**config.mk**
```make
export PLATFORM = sky130hd
export DESIGN_NAME = alu8_flags
export DESIGN_NICKNAME = d
export VERILOG_FILES = /design/src/rtl/alu8_pkg.sv /design/src/rtl/alu8_addsub.sv /design/src/rtl/alu8_shiftlogic.sv /design/src/rtl/alu8_flagreg.sv /design/src/rtl/alu8_flags.sv
export SDC_FILE = /design/constraint.sdc
export NUM_CORES = 1
export LEC_CHECK = 0
export ABC_AREA = 1
export BUFFER_PORTS_ARGS = -buffer_cell sky130_fd_sc_hd__buf_2
export CORE_ASPECT_RATIO = 1.4
export CORE_UTILIZATION = 40
export CTS_BUF_LIST = sky130_fd_sc_hd__clkbuf_2
export DETAILED_ROUTE_END_ITERATION = 12
export SLEW_MARGIN = 20
export SYNTH_ARGS = -nofsm -noshare
export SYNTH_HDL_FRONTEND = slang
export SYNTH_HIERARCHICAL = 1
export SYNTH_SLANG_ARGS = --single-unit
```
**constraint.sdc**
```tcl
create_clock -name clk -period 4.1 [get_ports clk]
set_input_delay 0.41 -clock clk [delete_from_list [all_inputs] [get_ports clk]]
set_output_delay 0.41 -clock clk [all_outputs]
set_load 0.05 [all_outputs]
```
**src/rtl/alu8_pkg.sv**
```systemverilog
package alu8_pkg;
   typedef enum logic [4:0] {
      OP_ADD = 5'd0,  OP_ADC = 5'd1,  OP_SUB = 5'd2,  OP_SBC = 5'd3,
      OP_CMP = 5'd4,  OP_CPC = 5'd5,  OP_AND = 5'd6,  OP_OR  = 5'd7,
      OP_XOR = 5'd8,  OP_COM = 5'd9,  OP_NEG = 5'd10, OP_INC = 5'd11,
      OP_DEC = 5'd12, OP_SER = 5'd13, OP_LSL = 5'd14, OP_LSR = 5'd15,
      OP_ROL = 5'd16
   } alu_op_e;

   localparam int NFLAGS = 6;
   localparam int FL_C = 0;
   localparam int FL_Z = 1;
   localparam int FL_N = 2;
   localparam int FL_V = 3;
   localparam int FL_S = 4;
   localparam int FL_H = 5;
endpackage

```
**src/rtl/alu8_addsub.sv**
```systemverilog
module alu8_addsub #(
   parameter int W = 8
) (
   input  logic [W-1:0] x,
   input  logic [W-1:0] y,
   input  logic         cin,
   input  logic         sub,
   output logic [W-1:0] sum,
   output logic         cout,
   output logic         hout,
   output logic         vout
);
   logic [W-1:0] yy;
   logic         ci;
   logic         cw;

   // subtraction as x + ~y + ~borrow; carries inverted back into borrows
   assign yy = sub ? ~y : y;
   assign ci = sub ? ~cin : cin;
   assign {cw, sum} = {1'b0, x} + {1'b0, yy} + (W+1)'(ci);
   assign cout = sub ? ~cw : cw;
   // carry into bit 4 recovered from the sum bit and its inputs
   assign hout = sub ? ~(x[4] ^ yy[4] ^ sum[4]) : (x[4] ^ yy[4] ^ sum[4]);
   assign vout = (x[W-1] == yy[W-1]) && (sum[W-1] != x[W-1]);
endmodule

```
**src/rtl/alu8_shiftlogic.sv**
```systemverilog
module alu8_shiftlogic import alu8_pkg::*; #(
   parameter int W = 8
) (
   input  alu_op_e      op,
   input  logic [W-1:0] x,
   input  logic [W-1:0] y,
   input  logic         cin,
   output logic [W-1:0] res,
   output logic         cout
);
   always_comb begin
      res  = '0;
      cout = 1'b0;
      unique case (op)
         OP_AND: res = x & y;
         OP_OR:  res = x | y;
         OP_XOR: res = x ^ y;
         OP_COM: begin res = ~x; cout = 1'b1; end
         OP_LSL: begin res = {x[W-2:0], 1'b0}; cout = x[W-1]; end
         OP_LSR: begin res = {1'b0, x[W-1:1]}; cout = x[0]; end
         OP_ROL: begin res = {x[W-2:0], cin};  cout = x[W-1]; end
         OP_SER: res = '1;
         default: begin res = '0; cout = 1'b0; end
      endcase
   end
endmodule

```
**src/rtl/alu8_flagreg.sv**
```systemverilog
module alu8_flagreg #(
   parameter int NF = 6
) (
   input  logic          clk,
   input  logic          rst_n,
   input  logic          en,
   input  logic [NF-1:0] mask,
   input  logic [NF-1:0] nxt,
   output logic [NF-1:0] q
);
   always_ff @(posedge clk or negedge rst_n) begin
      if (!rst_n)  q <= '0;
      else if (en) q <= (q & ~mask) | (nxt & mask);
   end

   // unmasked flags survive an update
   a_r12_masked_keep: assert property (@(posedge clk) disable iff (!rst_n)
      en |=> (((q ^ $past(q)) & ~$past(mask)) == '0));
   // no update without an issued operation
   a_r12_idle_hold: assert property (@(posedge clk) disable iff (!rst_n)
      !en |=> $stable(q));
endmodule

```
**src/rtl/alu8_flags.sv**
```systemverilog
module alu8_flags import alu8_pkg::*; #(
   parameter int DATA_W  = 8,
   parameter bit CHAIN_Z = 1'b1
) (
   input  logic              clk,
   input  logic              rst_n,
   input  logic              issue,
   input  logic [4:0]        op,
   input  logic [DATA_W-1:0] opa,
   input  logic [DATA_W-1:0] opb,
   output logic [DATA_W-1:0] result,
   output logic              res_we,
   output logic [NFLAGS-1:0] flag_next,
   output logic [NFLAGS-1:0] flag_mask
   ,output logic [NFLAGS-1:0] flags
);
   localparam logic [DATA_W-1:0] ONE = DATA_W'(1);
   localparam logic [NFLAGS-1:0] M_ALL   = 6'b111111;
   localparam logic [NFLAGS-1:0] M_ZNVS  = 6'b011110;
   localparam logic [NFLAGS-1:0] M_ZCNVS = 6'b011111;

   generate
      if (DATA_W < 8) begin : g_bad_width
         $error("alu8_flags: DATA_W must be at least 8");
      end
   endgenerate

   alu_op_e op_e;
   assign op_e = alu_op_e'(op);

   logic cf, zf;
   assign cf = flags[FL_C];
   assign zf = flags[FL_Z];

   // ---------------- adder operand selection ----------------
   logic [DATA_W-1:0] as_x, as_y, as_sum;
   logic as_cin, as_sub, as_c, as_h, as_v;

   always_comb begin
      as_x = opa; as_y = opb; as_cin = 1'b0; as_sub = 1'b0;
      unique case (op_e)
         OP_ADC:         as_cin = cf;
         OP_SUB, OP_CMP: as_sub = 1'b1;
         OP_SBC, OP_CPC: begin as_sub = 1'b1; as_cin = cf; end
         OP_NEG:         begin as_x = '0; as_y = opa; as_sub = 1'b1; end
         OP_INC:         as_y = ONE;
         OP_DEC:         begin as_y = ONE; as_sub = 1'b1; end
         default:        ;
      endcase
   end

   alu8_addsub #(.W(DATA_W)) u_addsub (
      .x(as_x), .y(as_y), .cin(as_cin), .sub(as_sub),
      .sum(as_sum), .cout(as_c), .hout(as_h), .vout(as_v));

   logic [DATA_W-1:0] sl_res;
   logic sl_c;

   alu8_shiftlogic #(.W(DATA_W)) u_shiftlogic (
      .op(op_e), .x(opa), .y(opb), .cin(cf), .res(sl_res), .cout(sl_c));

   // ---------------- zero flag, with optional chaining ----------------
   logic z_arith;
   generate
      if (CHAIN_Z) begin : g_chain_z
         assign z_arith = (as_sum == '0) &&
                          (((op_e != OP_SBC) && (op_e != OP_CPC)) || zf);
      end else begin : g_plain_z
         assign z_arith = (as_sum == '0);
      end
   endgenerate

   // ---------------- result, write enable, flags ----------------
   logic [NFLAGS-1:0] nf, msk;
   logic we_op;

   always_comb begin
      result = '0; we_op = 1'b0; msk = '0; nf = flags;
      unique case (op_e)
         OP_ADD, OP_ADC, OP_SUB, OP_SBC, OP_CMP, OP_CPC, OP_NEG: begin
            result   = as_sum;
            we_op    = (op_e != OP_CMP) && (op_e != OP_CPC);
            msk      = M_ALL;
            nf[FL_Z] = z_arith;
            nf[FL_C] = as_c;
            nf[FL_V] = as_v;
            nf[FL_H] = as_h;
         end
         OP_INC, OP_DEC: begin
            result   = as_sum;
            we_op    = 1'b1;
            msk      = M_ZNVS;
            nf[FL_Z] = (as_sum == '0);
            nf[FL_V] = as_v;
         end
         OP_AND, OP_OR, OP_XOR, OP_COM: begin
            result   = sl_res;
            we_op    = 1'b1;
            msk      = (op_e == OP_COM) ? M_ZCNVS : M_ZNVS;
            nf[FL_Z] = (sl_res == '0);
            nf[FL_C] = (op_e == OP_COM) ? sl_c : cf;
            nf[FL_V] = 1'b0;
         end
         OP_LSL, OP_LSR, OP_ROL: begin
            result   = sl_res;
            we_op    = 1'b1;
            msk      = M_ZCNVS;
            nf[FL_Z] = (sl_res == '0);
            nf[FL_C] = sl_c;
            nf[FL_V] = sl_res[DATA_W-1] ^ sl_c;
         end
         OP_SER: begin
            result = sl_res;
            we_op  = 1'b1;
         end
         default: ;
      endcase
      nf[FL_N] = result[DATA_W-1];
      nf[FL_S] = nf[FL_N] ^ nf[FL_V];
   end

   assign res_we    = issue & we_op;
   assign flag_mask = issue ? msk : '0;
   assign flag_next = nf;

   alu8_flagreg #(.NF(NFLAGS)) u_flagreg (
      .clk(clk), .rst_n(rst_n), .en(issue), .mask(flag_mask),
      .nxt(flag_next), .q(flags));

   // ---------------- assertions ----------------
   // compares never write a result
   a_r4_cmp_no_write: assert property (@(posedge clk) disable iff (!rst_n)
      (issue && (op_e == OP_CMP || op_e == OP_CPC)) |-> !res_we);
   // sign flag consistent with N and V
   a_r13_s_is_xor: assert property (@(posedge clk) disable iff (!rst_n)
      flags[FL_S] == (flags[FL_N] ^ flags[FL_V]));
   // load of all ones leaves the flags alone
   a_r11_ser_keeps: assert property (@(posedge clk) disable iff (!rst_n)
      (issue && op_e == OP_SER) |=> $stable(flags));
   // logic operations clear V
   a_r6_logic_v0: assert property (@(posedge clk) disable iff (!rst_n)
      (issue && (op_e == OP_AND || op_e == OP_OR || op_e == OP_XOR)) |=> !flags[FL_V]);
   // complement sets carry
   a_r7_com_c: assert property (@(posedge clk) disable iff (!rst_n)
      (issue && op_e == OP_COM) |=> flags[FL_C]);
   // increment and decrement keep C and H
   a_r9_incdec_keep: assert property (@(posedge clk) disable iff (!rst_n)
      (issue && (op_e == OP_INC || op_e == OP_DEC)) |=>
         ($stable(flags[FL_C]) && $stable(flags[FL_H])));
   // unused codes change nothing
   a_r14_unused_quiet: assert property (@(posedge clk) disable iff (!rst_n)
      (issue && op > 5'd16) |=> $stable(flags));
   generate
      if (CHAIN_Z) begin : g_chain_chk
         // Z can only fall across a carry-chained subtract or compare
         a_r5_chain_z: assert property (@(posedge clk) disable iff (!rst_n)
            (issue && (op_e == OP_SBC || op_e == OP_CPC) && !flags[FL_Z]) |=> !flags[FL_Z]);
      end
   endgenerate
endmodule

```
* Word level (Yosys, flattened, before mapping)
Index checks and enable logic that the tools add are counted.
** Cells by class
- Bitwise gates (word level) :: 17
- $add $sub $neg :: 2
- Multipliers :: 0
- Magnitude comparators :: 0
- Mux-type cells :: 20
- Reduce and logical (&&, ||, !) cells :: 19
- Equal/unequal tests :: 21
- Shifts and indexed selects :: 0
- Divide/modulo/power cells :: 0
** Operators by type and width (number)
- $pmux W8 S8 :: 1
- $eq A5 B4 Y1 const B :: 8
- $pmux W8 S2 :: 2
- $pmux W6 S4 :: 1
- $eq A5 B3 Y1 const B :: 4
- $logic_not A8 Y1 :: 2
- $mux W8 :: 2
- $not A8 Y8 :: 2
- $reduce_or A7 Y1 :: 2
- $and A6 B6 Y6 :: 2
- $pmux W1 S3 :: 4
- $eq A5 B2 Y1 const B :: 2
- $ne A5 B3 Y1 const B :: 2
- $reduce_or A10 Y1 :: 1
- $add A8 B8 Y9 :: 1
- $add A9 B1 Y9 :: 1
- $reduce_or A9 Y1 :: 1
- $and A8 B8 Y8 :: 1
- $mux W1 :: 8
- $or A8 B8 Y8 :: 1
- $reduce_or A8 Y1 :: 1
- $xor A8 B8 Y8 :: 1
- $mux W6 :: 1
- $not A6 Y6 :: 1
- other kinds (17) :: 27
** Word-level totals
- Output and inout bits :: 27
- Logic and storage cells :: 80
- Input port bits :: 24
- Bits in writable memories :: 0
- Memories kept :: 0
- Latch bits :: 0
- Bits in registers :: 6
- Memory bits (read-only) :: 0

* Longest topological paths before layout
Gate-level depths: netlist of run 1.
- Depth in word-level cells :: 13
- Mapped depth :: 25
- Depth with buffers taken out :: 25

* By module
Netlist of run 1, hierarchy kept.
** By module, submodules not included
- alu8_shiftlogic :: seq. area each 0.0 sq um, cells an instance 179, times used 1, area each 967.2 sq um
- alu8_flags :: seq. area each 0.0 sq um, cells an instance 154, times used 1, area each 763.2 sq um
- alu8_addsub :: seq. area each 0.0 sq um, cells an instance 73, times used 1, area each 489.2 sq um
- alu8_flagreg :: seq. area each 150.1 sq um, cells an instance 31, times used 1, area each 259.0 sq um

* Worst setup path before layout of run 1
No wires, ideal clock.
- Path kind :: input to output
- Start :: input op[3]
- End :: output result[6]
- Cell stages on the path :: 18
- Arrival time :: 3.944 ns
- Path buffers :: 2
- Data required time :: 3.690 ns
- Slack :: -0.254 ns
- Cells stage by stage :: inv_1 nor2_2 nand2_4 nor2_8 inv_2 buf_2 o2111ai_1 buf_4 xor2_1 fa_1 fa_1 nand3_1 nand2_2 nand2_2 nand2_1 xor2_1 inv_1 o21ai_0
** On the way
- Elaborated cells between the ends (all ways) :: 34
- Those cells by class :: 2 x add/sub; 16 x eq/ne; 8 x mux; 2 x bitwise; 6 x reduce/logical
** RTL lines
- start: declaration :: line alu8_flags.sv:8 : input logic [4:0] op,
- $eq A5 B4 Y1 (tied with other cells) :: line alu8_flags.sv:41 : unique case (op_e)
- $reduce_or A6 Y1 (no source line) (*)
- $mux W1 (*) :: line alu8_flags.sv:41
- via as_sub :: line alu8_flags.sv:37 : logic as_cin, as_sub, as_c, as_h, as_v;
- $mux W8 :: line alu8_addsub.sv:18 : assign yy = sub ? ~y : y;
- $add A8 B8 Y9 :: line alu8_addsub.sv:20 : assign {cw, sum} = {1'b0, x} + {1'b0, yy} + (W+1)'(ci);
- $add A9 B1 Y9 (*) :: line alu8_addsub.sv:20
- via as_sum[6] :: line alu8_flags.sv:36 : logic [DATA_W-1:0] as_x, as_y, as_sum;
- $pmux W8 S2 (*) :: line alu8_flags.sv:79 : unique case (op_e)
- end: declaration :: line alu8_flags.sv:11 : output logic [DATA_W-1:0] result,
Mark *: on every way through the listed nets, which the timed path passes. The rest lies on a longest branch.

* Final worst setup path of run 1
- Start :: input op[3]
- End :: output flag_next[1]
** On the way
- Longest elaborated chain between the ends :: 10
- Elaborated cells between the ends (all ways) :: 41
- Those cells by class :: 2 x add/sub; 18 x eq/ne; 8 x mux; 2 x bitwise; 11 x reduce/logical
** Ends and longest elaborated chain
- $eq A5 B4 Y1 :: line alu8_flags.sv:41
- $reduce_or A2 Y1 (no source line)
- $pmux W8 S2 (*) :: line alu8_flags.sv:41
- via as_y[0] :: line alu8_flags.sv:36
- $not A8 Y8 :: line alu8_addsub.sv:18
- $mux W8 (*) :: line alu8_addsub.sv:18
- $add A8 B8 Y9 (*) :: line alu8_addsub.sv:20
- $add A9 B1 Y9 (*) :: line alu8_addsub.sv:20
- via as_sum[6] :: line alu8_flags.sv:36
- $logic_not A8 Y1 (*) :: line alu8_flags.sv:66, alu8_flags.sv:93
- $logic_and A1 B1 Y1 :: line alu8_flags.sv:66 : assign z_arith = (as_sum == '0) &&
- $pmux W1 S3 (*) :: line alu8_flags.sv:79
- end: declaration :: line alu8_flags.sv:13 : output logic [NFLAGS-1:0] flag_next,
Marks and branches as above.

==> results.md, run 1 <==
- The total of max-cap violations is 0.
- The final critical path time including I/O delays and setup is 3.813 ns.
- The most frequently used flop master after synthesis is sky130_fd_sc_hd__dfrtp_1.
- Pin placement for this block handled 51 I/O pins.
- The run finished with clean final reports.
- The number of levels in the clock H-tree is 1.
- At the worst endpoint, the arrival time is 3.40 ns.
- The initial antenna violation count was 0.
- The via count of the first global-routing pass is 2,748.
- In the global route stage, overall resource usage came out at 23.76%.
- The number of vias after detailed routing is 2,905.
- After floorplanning, the core was sized to cover 5904 µm².
- The repair_antennas step left the layout with diodes totalling 0.
- The clock drives 6 sinks.
- The number of hold-slack violations in the final timing report is 0.
- The average vias per placed instance is 5.197.
- The full die area is 6520 µm².
- For this run the aggregate overflow at the end of global routing stands at 0.
- By area the synthesized netlist is led by sky130_fd_sc_hd__nand2_1, sky130_fd_sc_hd__nand3_1, sky130_fd_sc_hd__ha_1.
- Summed over all cells, the static leakage comes to 1.786 nW.
- The CTS buffer count is 3.
- The min-delay analysis places its worst path in the category flop to flop.
- The top cell type by area accounts for 17.42% of the synthesized area.
- Setup repair after global routing left no endpoint under its margin.
- The launch point of the critical path is op[3].
- The first global-routing pass estimated 12.01 mm of wire.
- Clock latency on the worst-skew pair, taken at its later pin, is 0.21 ns.
- The floorplan has 33 rows.
- The synthesized netlist contains 30 unique library cells.
- The cell count after synthesis came out at 437.
- Summed over all layers, the routed wires come to 7.171 mm.
- Dividing the synthesized area by the synthesized cell count gives 5.672 µm².
- Between clock sinks in the finished design, the worst skew comes to 0.002101 ns.
- Relative to the synthesized area, the layout overhead comes to 14.34%.
- In this run the worst path has a maximum fanout of 9.
- The worst pin sits at a relative slew slack of 50.55%.
- For this run, the register share of the synthesized area comes to 6.058%.
- The clock passes through at most 2 buffers.
- The worst ir drop on vdd is 0.0001380 V.
- Setup violations remaining at the end of the flow were counted as 0.
- The post-detailed-placement half-perimeter wirelength is 5.892 mm.
- The number of max-slew violations in the final report is 0.
- For this run, asynchronously set or reset flops after synthesis account for 100.0%.
- The biggest area contributor in the post-synthesis netlist is sky130_fd_sc_hd__nand2_1.
- Dividing the detail-routed wire length by the instance count gives 12.83 µm.
- The flip-flop and latch count after synthesis is 6.
- The die span in y is 95.14 µm.
- After clock tree synthesis, the setup repair step added 0 buffers.
- For the pin with the worst max-slew slack, the measured transition is 0.7418 ns.
- In this run the horizontal extent of the chip is 68.53 µm.
- The critical path data required time is 3.69 ns.
- The upper clock frequency limit is 262.2 MHz.
- The number of nets in the finished design is 540.
- In the routed design, unresolved DRC markers number 0.
- The filler cell count is 670.
- The number of cells traversed by the worst register-to-register path is 17.
- The worst setup path is of the input port to output port kind.
- Of the cells placed in the final design, the portion with a size suffix greater than 1 is 21.06%.
- The most critical setup path has its endpoint at flag_next[1].
- The clock-pin slew of the registers on the worst-case setup and hold paths is 0.06 ns.
- STA classifies the critical path endpoint as an output port.
- The count of buffers added on input and output ports is 50.
- The routability congestion estimate from global placement is 0.8331.
- The power density relative to cell area is 257.3 nW/µm².
- The startpoint type of the worst setup path is an input port.
- The root buffer selected by CTS is sky130_fd_sc_hd__clkbuf_2.
- The CTS tree is yes.
- The final worst-path setup slack is 0.2866 ns.
- The worst reg-to-reg setup slack is 1.27 ns.
- In this run the cell area of the synthesized design comes to 2479 µm².
- In this run the remaining antenna-violating nets after routing total 0.
- The aggregate negative setup slack is 0 ns.
- Before antenna repair, the detailed router went through 4 iterations.
- In the finished design, the share of the clock period the worst path needs comes to 93.01%.
- The net count after synthesis is 486.
- Yosys printed 6 warnings.
- After the first detailed-routing iteration, the DRC count stood at 100.
- The initial core utilization is 41.98%.
- The pre-CTS setup slack is 0.08533 ns.
- Yosys mapped a number of flops with a built-in enable equal to 0.
- Entering global routing, the biggest net connects 18 pins.
-- synth_stat cells (2+ instances only) --
cell	instances
sky130_fd_sc_hd__nor2_2	10
sky130_fd_sc_hd__nand2_1	115
sky130_fd_sc_hd__nor4_1	2
sky130_fd_sc_hd__ha_1	23
sky130_fd_sc_hd__buf_2	2
sky130_fd_sc_hd__inv_2	5
sky130_fd_sc_hd__xor2_1	14
sky130_fd_sc_hd__o21ai_0	7
sky130_fd_sc_hd__nand2_4	3
sky130_fd_sc_hd__nor2_4	3
sky130_fd_sc_hd__buf_4	6
sky130_fd_sc_hd__dfrtp_1	6
sky130_fd_sc_hd__nand3_1	65
sky130_fd_sc_hd__a21oi_1	9
sky130_fd_sc_hd__nand2_2	6
sky130_fd_sc_hd__o21ai_1	8
sky130_fd_sc_hd__nor2_1	47
sky130_fd_sc_hd__buf_6	6
sky130_fd_sc_hd__inv_1	64
sky130_fd_sc_hd__fa_1	2
sky130_fd_sc_hd__nand4_1	22
sky130_fd_sc_hd__xnor2_1	2
sky130_fd_sc_hd__nand3_2	3
-- where the power goes --
| part | leakage (nW) | switching [W] | internal, W |
|---|---|---|---|
| clock | 0.0125 | 0.0000205 | 0.0000198 |
| sequential | 0.0804 | 0.0000176 | 0.0000767 |
| combinational | 1.69 | 0.000433 | 0.000162 |
| total | 1.79 | 0.000471 | 0.000258 |
-- metrics by stage --
| step | total power, W | std cells | util, % | cell area [µm²] | hold slack [ns] |
|---|---|---|---|---|---|
| floorplan | 0.0005482 | 437 | - | 2479 | 0.1144 |
| global placement | 0.0006812 | 555 | 47.15 | 2784 | 0.2392 |
| detailed placement | 0.0006838 | 555 | 47.15 | 2784 | 0.2420 |
| CTS | 0.0007274 | 559 | 47.57 | 2809 | 0.4669 |
| global route | 0.0008027 | 559 | 48.00 | 2834 | 0.5352 |
| finish | 0.0007291 | 559 | 48.00 | 2834 | 0.4654 |
-- how the worst min path moves through the flow --
stage / endpoint / slack, ns / cells past startpoint
4_1_cts: flop / 0.47 / 2
3_3_place_gp: async pin / 0.24 / 1
3_5_place_dp: async pin / 0.24 / 1
5_1_grt: async pin / 0.54 / 2
2_1_floorplan: async pin / 0.11 / 0
6_report: flop / 0.47 / 2
-- area by class of cell --
type | instances | area, µm² | area share [%]
clock buffer | 3 | 15.01 | 0.5298
inverter | 69 | 259.0 | 9.139
multi-input combinational | 348 | 1966 | 69.36
sequential | 6 | 150.1 | 5.298
tap | 70 | 87.58 | 3.091
timing repair buffer | 63 | 356.6 | 12.58
-- cells by family after synthesis --
family | share of synthesized area (%)
flip-flops | 6.057
AND/OR/NAND/NOR | 53.56
adder cells (fa/ha/maj) | 13.23
XOR/XNOR | 5.654
AO/OA/AOI/OAI | 6.108
buffers and inverters | 15.40
-- repair_timing --
action | 4_1_cts | 5_1_grt
gates resized for setup | 0 | 8
endpoints found under the setup margin | 0 | 2
hold buffers | 1 | 0
hold endpoints to repair | 3 | 0
-- metal layers --
| layer | vias to the layer above | GRT usage, % | share of wire, % |
|---|---|---|---|
| li1 | 1503 | - | - |
| met1 | 1319 | 27.92 | 43 |
| met2 | 73 | 44.93 | 52 |
| met3 | 10 | 1.077 | 3.5 |
| met4 | 0 | 6.250 | 1.7 |
| met5 | - | 0 | 0 |
-- placed cells by master, fill, tap and decap left out, types with 11 or more instances in the layout --
cell	instances
sky130_fd_sc_hd__nor2_1	45
sky130_fd_sc_hd__nand2_1	115
sky130_fd_sc_hd__ha_1	23
sky130_fd_sc_hd__nor2_2	11
sky130_fd_sc_hd__xor2_1	14
sky130_fd_sc_hd__inv_1	64
sky130_fd_sc_hd__nand3_1	65
sky130_fd_sc_hd__buf_2	49
sky130_fd_sc_hd__nand4_1	22
sky130_fd_sc_hd__buf_4	12
-- critical path: stages --
cell and delay [ns]:
sky130_fd_sc_hd__buf_2 0.12, sky130_fd_sc_hd__inv_1 0.08, sky130_fd_sc_hd__nor2_4 0.13, sky130_fd_sc_hd__nand2_4 0.09
sky130_fd_sc_hd__nor2_8 0.09, sky130_fd_sc_hd__inv_2 0.05, sky130_fd_sc_hd__buf_4 0.16, sky130_fd_sc_hd__o21ai_1 0.17
sky130_fd_sc_hd__xor2_1 0.11, sky130_fd_sc_hd__fa_1 0.45, sky130_fd_sc_hd__fa_2 0.37, sky130_fd_sc_hd__nand3_1 0.09
sky130_fd_sc_hd__nand2_2 0.10, sky130_fd_sc_hd__nand2_2 0.07, sky130_fd_sc_hd__nand2_1 0.05, sky130_fd_sc_hd__xor2_1 0.14
sky130_fd_sc_hd__inv_1 0.07, sky130_fd_sc_hd__nand4_1 0.11, sky130_fd_sc_hd__nor2_2 0.14, sky130_fd_sc_hd__nand3_1 0.08
sky130_fd_sc_hd__nand4_1 0.15, sky130_fd_sc_hd__buf_6 0.19
Note: power is estimated with default switching activity, not from simulation.
==> run 2, diff against run 1 <==
==> constraint.sdc (replaced) <==
create_clock -name clk -period 4.6 [get_ports clk]
set_input_delay 0.46 -clock clk [delete_from_list [all_inputs] [get_ports clk]]
set_output_delay 0.46 -clock clk [all_outputs]
set_load 0.05 [all_outputs]
==> results.md, run 2 (same netlist as run 1, synthesis figures left out) <==
- The run finished with clean final reports.
- The cell count after placement is 545.
- The number of hold-slack violations in the final timing report was 0.
- In this run the worst path has a maximum fanout of 11.
- The number of setup violations in the final report is 0.
- Summing over every cut layer, the via total after detailed routing is 2,940.
- The startpoint type of the worst setup path is an input port.
- The area added between synthesis and finish is 10.45%.
- The CTS buffer count is 3.
- The detailed-route DRC error count is 0.
- On the final layout, the worst clock skew is 0.01090 ns.
- Once the floorplan was initialized, standard cells occupied 41.98% of the core.
- The number of design-rule violations left by the first detailed-router iteration is 181.
- The library cell used most frequently in the layout, excluding fill and tap cells, is sky130_fd_sc_hd__nand2_1.
- The insertion delay to the later sink of the worst-skew pair is 0.22 ns.
- The congestion estimate from routability-driven global placement came to 0.8821.
- The wire-length estimate of the detail-placed layout is 5.875 mm.
- For the pin with the worst max-slew slack, the measured transition is 0.8359 ns.
- Data arrives at the worst endpoint at 3.81 ns.
- Max-cap violations in this run came to 0.
- For this design, the sink count on the clock tree is 6.
- The number of max-slew violations in the final report came to 0.
- The routed wire length is 7.261 mm.
- The number of antenna diodes in the final layout is 0.
- After clock tree synthesis, the clock-pin slew on the worst setup and hold paths is 0.06 ns.
- The worst path needs 4.272 ns of the cycle, external delays included.
- The total overflow left after global routing is 0.
- The final critical path takes up 92.86% of the cycle.
- After the flow finishes, the layout carries non-filler instances totaling 548.
- The clock tree buffer depth is 2.
- Entering global routing, the biggest net connects 18 pins.
- The count of port buffers added during placement is 50.
- The endpoint type of the worst setup path is an output port.
- In the final design database the tool counted 529 nets.
- TritonCTS built the clock tree.
- The min-delay analysis places its worst path in the category input port to async pin.
- In the final layout, the share of cells above drive strength 1 is 18.83%.
- The die covers 6520 µm².
- For the worst setup path, the data required time is 4.14 ns.
- For this design the ratio of total power to cell area is 235.1 nW/µm².
- Global routing used 23.68% of the available tracks.
- The filler cell count is 665.
- The number of levels in the clock H-tree is 1.
- The die span in y is 95.14 µm.
- The count of nets left with antenna violations once routing finished came out at 0.
- The placeable core region is 5904 µm².
- The initial antenna violation count is 0.
- The first-pass GRT wire length is 11.96 mm.
- The worst-case IR drop observed on VDD is 0.0001418 V.
- The post-route total power is 0.0006437 W.
- The library cells used most frequently in the layout, excluding fill and tap cells, are sky130_fd_sc_hd__nand2_1, sky130_fd_sc_hd__nand3_1, sky130_fd_sc_hd__inv_1, sky130_fd_sc_hd__buf_2, sky130_fd_sc_hd__nor2_1.
- The cell sitting at the root of the clock tree is a sky130_fd_sc_hd__clkbuf_2.
- The average vias per placed instance is 5.365.
- The upper clock frequency limit is 234.1 MHz.
- The number of standard-cell rows in the floorplan is 33.
- The hold buffer count at cts is 0.
- The routed wire length per instance is 13.25 µm.
- The via count of the first global-routing pass is 2,639.
- The x dimension of the die is 68.53 µm.
- The first-pass iteration count of the detailed router is 5.
- The startpoint-to-endpoint class of the critical path is input port to output port.
- The worst pin sits at a relative slew slack of 44.27%.
- 51 I/O pins were placed.
- Summed over all cells, the static leakage comes to 1.731 nW.
run 2: metal layers:
metal	part of all wire, %	track usage (%)
met1	43	29.41
met2	50	41.75
met3	4.5	2.512
met4	2.6	6.771
met5	0	0
run 2: area by class of cell:
class / count / area, µm² / area share (%)
multi-input combinational: 348 / 1954 / 71.39
timing repair buffer: 52 / 271.5 / 9.918
inverter: 69 / 259.0 / 9.461
sequential: 6 / 150.1 / 5.484
tap: 70 / 87.58 / 3.199
clock buffer: 3 / 15.01 / 0.5484
run 2: worst paths after layout:
path / to / start / cells past startpoint / slack [ns]
max in group asynchronous: async pin / rst_n / 1 / 4.40
min in group clk: flop / flop / 2 / 0.47
setup / recovery: flag_next[1] / op[3] / 22 / 0.33
hold / removal: async pin / rst_n / 1 / 0.05
setup reg to reg: flop / flop / 17 / 1.64
hold reg to reg: flop / flop / 2 / 0.47
run 2: power by group:
group	internal [W]	switching, W	total, W
Combinational	0.000138	0.000385	0.000523
Sequential	0.0000684	0.0000169	0.0000853
Clock	0.0000177	0.0000179	0.0000355
run 2: worst max-delay path, stage by stage:
cell and delay (ns):
sky130_fd_sc_hd__buf_2 0.18, sky130_fd_sc_hd__inv_1 0.11, sky130_fd_sc_hd__nor2_4 0.14, sky130_fd_sc_hd__nand2_4 0.13, sky130_fd_sc_hd__nor2_8 0.17, sky130_fd_sc_hd__inv_2 0.12
sky130_fd_sc_hd__a21oi_1 0.14, sky130_fd_sc_hd__o21ai_1 0.09, sky130_fd_sc_hd__xor2_1 0.16, sky130_fd_sc_hd__fa_1 0.45, sky130_fd_sc_hd__fa_1 0.41, sky130_fd_sc_hd__nand3_1 0.10
sky130_fd_sc_hd__nand2_2 0.10, sky130_fd_sc_hd__nand2_2 0.07, sky130_fd_sc_hd__nand2_1 0.06, sky130_fd_sc_hd__xor2_1 0.15, sky130_fd_sc_hd__inv_1 0.07, sky130_fd_sc_hd__nand4_1 0.14
sky130_fd_sc_hd__nor2_2 0.15, sky130_fd_sc_hd__nand3_1 0.08, sky130_fd_sc_hd__nand4_1 0.15, sky130_fd_sc_hd__buf_6 0.18
run 2: what timing repair did:
action                                  4_1_cts  5_1_grt
endpoints found under the setup margin        0        1
gates resized for setup                       0        5
hold endpoints to repair                      0        0
setup buffers                                 0        0
run 2: stage by stage:
step | worst slack (ns) | hold slack, ns | setup TNS, ns | area, µm² | util [%]
after floorplan | 0.1463 | 0.1644 | 0 | 2479 | -
after global placement | 0.3225 | 0.2892 | 0 | 2709 | 45.88
after detailed placement | 0.2253 | 0.2901 | 0 | 2709 | 45.88
after CTS | 0.2205 | 0.03784 | 0 | 2724 | 46.13
after global routing | -0.0006279 | 0.04154 | -0.0006279 | 2738 | 46.37
final | 0.3284 | 0.04689 | 0 | 2738 | 46.37
